--- src/rtl/mailbox_2port.sv ---
module mailbox_2port #(
  parameter int DW = 32,
  parameter int NW = 4,
  parameter int AW = 4
) (
  input  logic          clk,
  input  logic          rst_n,
  input  logic [AW-1:0] a_addr,
  input  logic          a_we,
  input  logic [DW/8-1:0] a_be,
  input  logic [DW-1:0] a_wdata,
  output logic [DW-1:0] a_rdata,
  output logic          a_irq_valid,
  output logic          a_irq_ack,
  input  logic [AW-1:0] b_addr,
  input  logic          b_we,
  input  logic [DW/8-1:0] b_be,
  input  logic [DW-1:0] b_wdata,
  output logic [DW-1:0] b_rdata,
  output logic          b_irq_valid,
  output logic          b_irq_ack
);
  localparam int BW  = DW / 8;
  localparam int WI  = $clog2(NW);
  localparam int CTL = 2 * NW;
  localparam int IEN = 2 * NW + 1;

  logic [AW-1:0] addr  [2];
  logic [BW-1:0] be    [2];
  logic [DW-1:0] wdata [2];
  logic [DW-1:0] rdata [2];
  logic [1:0]    we;

  logic [DW-1:0] tx_w [2][NW];
  logic [1:0] tx_vld, rx_ack, ien_v, ien_a, vld_d, ack_d;
  logic [1:0] dat_wr, ctl_wr, ien_wr, irq_v, irq_a;

  assign addr[0]  = a_addr;   assign addr[1]  = b_addr;
  assign be[0]    = a_be;     assign be[1]    = b_be;
  assign wdata[0] = a_wdata;  assign wdata[1] = b_wdata;
  assign we       = {b_we, a_we};

  always_comb begin
    for (int s = 0; s < 2; s++) begin
      dat_wr[s] = we[s] && (addr[s] < AW'(NW));
      ctl_wr[s] = we[s] && (addr[s] == AW'(CTL));
      ien_wr[s] = we[s] && (addr[s] == AW'(IEN));
    end
  end

  always_ff @(posedge clk or negedge rst_n) begin
    if (!rst_n) begin
      for (int s = 0; s < 2; s++)
        for (int w = 0; w < NW; w++)
          tx_w[s][w] <= '0;
      tx_vld <= '0;
      rx_ack <= '0;
      ien_v  <= '0;
      ien_a  <= '0;
      vld_d  <= '0;
      ack_d  <= '0;
    end else begin
      for (int s = 0; s < 2; s++) begin
        if (dat_wr[s])
          for (int b = 0; b < BW; b++)
            if (be[s][b])
              tx_w[s][addr[s][WI-1:0]][8*b +: 8] <= wdata[s][8*b +: 8];
        if (ctl_wr[s] && be[s][0])
          tx_vld[s] <= wdata[s][0];
        if (!tx_vld[1-s])
          rx_ack[s] <= 1'b0;
        else if (ctl_wr[s] && be[s][1] && wdata[s][9])
          rx_ack[s] <= 1'b1;
        if (ien_wr[s] && be[s][0]) begin
          ien_v[s] <= wdata[s][0];
          ien_a[s] <= wdata[s][1];
        end
        vld_d[s] <= tx_vld[1-s];
        ack_d[s] <= rx_ack[1-s];
      end
    end
  end

  always_comb begin
    for (int s = 0; s < 2; s++) begin
      rdata[s] = '0;
      if (addr[s] < AW'(NW))
        rdata[s] = tx_w[s][addr[s][WI-1:0]];
      else if (addr[s] < AW'(2 * NW))
        rdata[s] = tx_w[1-s][addr[s][WI-1:0]];
      else if (addr[s] == AW'(CTL)) begin
        rdata[s][0] = tx_vld[s];
        rdata[s][1] = rx_ack[1-s];
        rdata[s][8] = tx_vld[1-s];
        rdata[s][9] = rx_ack[s];
      end else if (addr[s] == AW'(IEN)) begin
        rdata[s][0] = ien_v[s];
        rdata[s][1] = ien_a[s];
      end
      irq_v[s] = ien_v[s] & tx_vld[1-s] & ~vld_d[s];
      irq_a[s] = ien_a[s] & rx_ack[1-s] & ~ack_d[s];
    end
  end

  assign a_rdata     = rdata[0];
  assign b_rdata     = rdata[1];
  assign a_irq_valid = irq_v[0];
  assign b_irq_valid = irq_v[1];
  assign a_irq_ack   = irq_a[0];
  assign b_irq_ack   = irq_a[1];
endmodule

--- config.mk ---
export PLATFORM = sky130hd
export DESIGN_NAME = mailbox_2port
export DESIGN_NICKNAME = d
export VERILOG_FILES = /design/src/rtl/mailbox_2port.sv
export SDC_FILE = /design/constraint.sdc
export NUM_CORES = 1
export LEC_CHECK = 0
export CAP_MARGIN = 20
export CELL_PAD_IN_SITES_DETAIL_PLACEMENT = 1
export CELL_PAD_IN_SITES_GLOBAL_PLACEMENT = 2
export CORE_MARGIN = 3
export CORE_UTILIZATION = 35
export CTS_BUF_LIST = sky130_fd_sc_hd__clkbuf_4
export DETAILED_ROUTE_END_ITERATION = 6
export DONT_BUFFER_PORTS = 1
export PLACE_DENSITY = 0.68
export SLEW_MARGIN = 40
export SYNTH_ARGS = -nofsm -noshare
export SYNTH_HDL_FRONTEND = slang
export SYNTH_SLANG_ARGS = --single-unit
--- constraint.sdc ---
create_clock -name clk -period 2.7 [get_ports clk]
set_clock_uncertainty 0.2 [all_clocks]
set_input_delay 0.54 -clock clk [delete_from_list [all_inputs] [get_ports clk]]
set_output_delay 0.54 -clock clk [all_outputs]
set_load 0.02 [all_outputs]
==> flow_summary.ini <==
[run_status]
outcome = finished, violations left
violations = hold timing, setup timing

[finish]
fin_nets = 1144
num-fill-cells = 3982
final_cell_mix = dfrtp_1 (267), mux2_2 (247), mux4_2 (126)
post_route_cells_drive_above_1_share_pct = 58.1
area_growth_pct = 21.3
final_common_cell = dfrtp_1
final_cell_count_no_fill = 1642

[timing]
max-slew-margin-rel_pct = 57.0
setup_slack_ns = -0.168
hold_viol = 268
period_share_pct = 106
min_period_ns = 2.87
worstMarginPinSlew_ns = 0.643
rsz0062_at_grt = true
fmax_mhz = 349
finalSetupViolCount = 7
holdWs_ns = -0.692
slew_viol_final = 0

[route]
firstDrtPassIters = 4
drtIter0Drc = 449
wl_per_cell_um = 25.9
remaining_drc_errors = 0
via_per_inst = 5.50
ant_nets = 0
totalWireLength_um = 42500
num_vias = 9030

[critical_path]
cp-start-kind = flop
r2r_start = ien_v[0]$_DFFE_PN0P_
r2r_cells = 2
reg2reg_to = ien_v[0]$_DFFE_PN0P_
critPathRequiredTime_ns = 1.96
worst-path-max-fanout = 2
ff2ff_setup_slack_ns = 1.09
cp-endpoint = a_rdata[9]
arrival_ns = 2.13
startpoint = tx_w[137]$_DFFE_PN0P_
cp-end-kind = output port
crit_type = reg2out

[clocking]
cts_hold_buffers = 72
clock_path_buffers = 3
cts_buffers = 77
cts_tree = yes
clkSinkCount = 268
clkLatencyLatePin_ns = 0.73
htree_levels = 3
cts-root-buf = clkbuf_4
clkTransAtPathRegs_ns = 0.06

[floorplanning]
dieArea_um2 = 43400
start_util_pct = 35.8
dieHeight_um = 208
ios = 152
row_count = 73
coreArea_um2 = 40100
die_w_um = 208

[synth]
yosysTopAreaCell = dfrtp_1
ys_seq_area_share_pct = 46.8
synthTopCellsByArea = dfrtp_1 (47%), mux4_2 (20%), mux2_2 (19%)
synth_top_area_share_pct = 46.8
synth-async-reset-ratio_pct = 100
ys_seq_elements = 268
syn_avg_cell_area_um2 = 15.1
synth_edf_count = 0
synthCells = 947
synth.cell_area_um2 = 14300
synth_ff_type = dfrtp_1
synth_cell_types = 34
yosysWarnings = 0
syn_nets = 1031

[global_route]
grt_pass1_vias = 10300
gr-total-overflow = 0
grtUsageTotal_pct = 19.8
antenna_found_initial = 9
grt_max_degree = 269
grt_pass1_wl_um = 64900

[job]
maxCapViolCount = 0

[power]
power_w = 0.0119
peakVddDrop_uv = 218
p_leak_nw = 7.37
powerDensity_nw_per_um2 = 681

[placement]
portBuffers = 0
pre_cts_ws_ns = 0.262
placedCellCount = 1421
place.gp.congestion = 0.737
dp_hpwl_um = 25100

[min_path]
hp-class = in2async
worst min-delay path by stage:
stage                      from                    end  slack (ns)  cells past startpoint
after global routing      rst_n  tx_w[170]$_DFFE_PN0P_       -0.77                      0
final                     rst_n  tx_w[204]$_DFFE_PN0P_       -0.69                      0
after global placement    rst_n  tx_w[204]$_DFFE_PN0P_        0.05                      0
after floorplan           rst_n     ack_d[0]$_DFF_PN0_        0.04                      0
after detailed placement  rst_n  tx_w[204]$_DFFE_PN0P_        0.06                      0
after CTS                 rst_n     vld_d[0]$_DFF_PN0_       -0.79                      0
through the flow:
stage	area, um2	util, %	TNS (ns)
floorplan	14300	-	0
global placement	14800	36.9	0
detailed placement	14800	36.9	0
CTS	17100	42.6	-2.74
global route	17400	43.4	-3.60
finish	17400	43.4	-0.439
timing repair:
action	in CTS	in global routing
resized for setup	128	57
setup buffers	6	7
pin swaps	8	12
endpoints found under the hold margin	532	268
endpoints found under the setup margin	56	64
final cells by class:
class                      instances  area, um2  share of cell area [%]
multi-input combinational        611       8150                    46.8
sequential                       268       6710                    38.5
timing repair buffer             100        946                    5.44
clock buffer                     115        863                    4.96
tap                              525        657                    3.78
clock inverter                    15       56.3                   0.324
antenna                            6       15.0                  0.0863
inverter                           2       7.51                  0.0431
synth_stat cells (2+ instances only):
library cell	n
nand4b_1	2
or4b_4	2
mux2_2	247
nand3b_1	4
buf_4	4
buf_6	3
dfrtp_1	268
o21ai_0	5
and3_1	14
a31oi_1	3
mux2_4	16
nand2_1	35
and2_1	5
buf_2	32
nand3_1	3
buf_1	3
nor3_4	2
a21oi_1	3
nor2b_1	7
nor2_1	63
inv_1	2
clkbuf_1	24
mux4_2	126
nor3_1	2
mux2i_1	63
cells by family after synthesis:
kind of cell,count (synthesis),share of synthesized area [%]
AND/OR/NAND/NOR,145,5.09
buffers and inverters,68,2.32
multiplexers,452,45.2
AO/OA/AOI/OAI,14,0.584
flip-flops,268,46.8
worst max-delay path, cell delays in order, from the launching register on:
cell and delay [ns]:
dfrtp_1 0.38, mux4_2 0.47, and2_4 0.18, a31oi_4 0.16, o21ai_2 0.09, buf_6 0.13
power by group:
part | internal, W | switching (W)
clock network | 0.00193 | 0.00175
logic | 0.00176 | 0.00107
registers | 0.00480 | 0.000547
layer usage:
| layer | GRT usage [%] | vias to the layer above | part of all wire [%] |
|---|---|---|---|
| li1 | - | 3902 | - |
| met1 | 25.7 | 4857 | 44 |
| met2 | 32.7 | 214 | 50 |
| met3 | 4.92 | 51 | 4.8 |
| met4 | 6.21 | 6 | 1.7 |
| met5 | 0 | - | 0.096 |
registers in the layout, indices dropped and copies added, names as in the netlist:
signal,count
vld_d,2
ack_d,2
tx_w,256
tx_vld,2
rx_ack,2
ien_v,2
ien_a,2
Power figures use the tool's default switching activity.
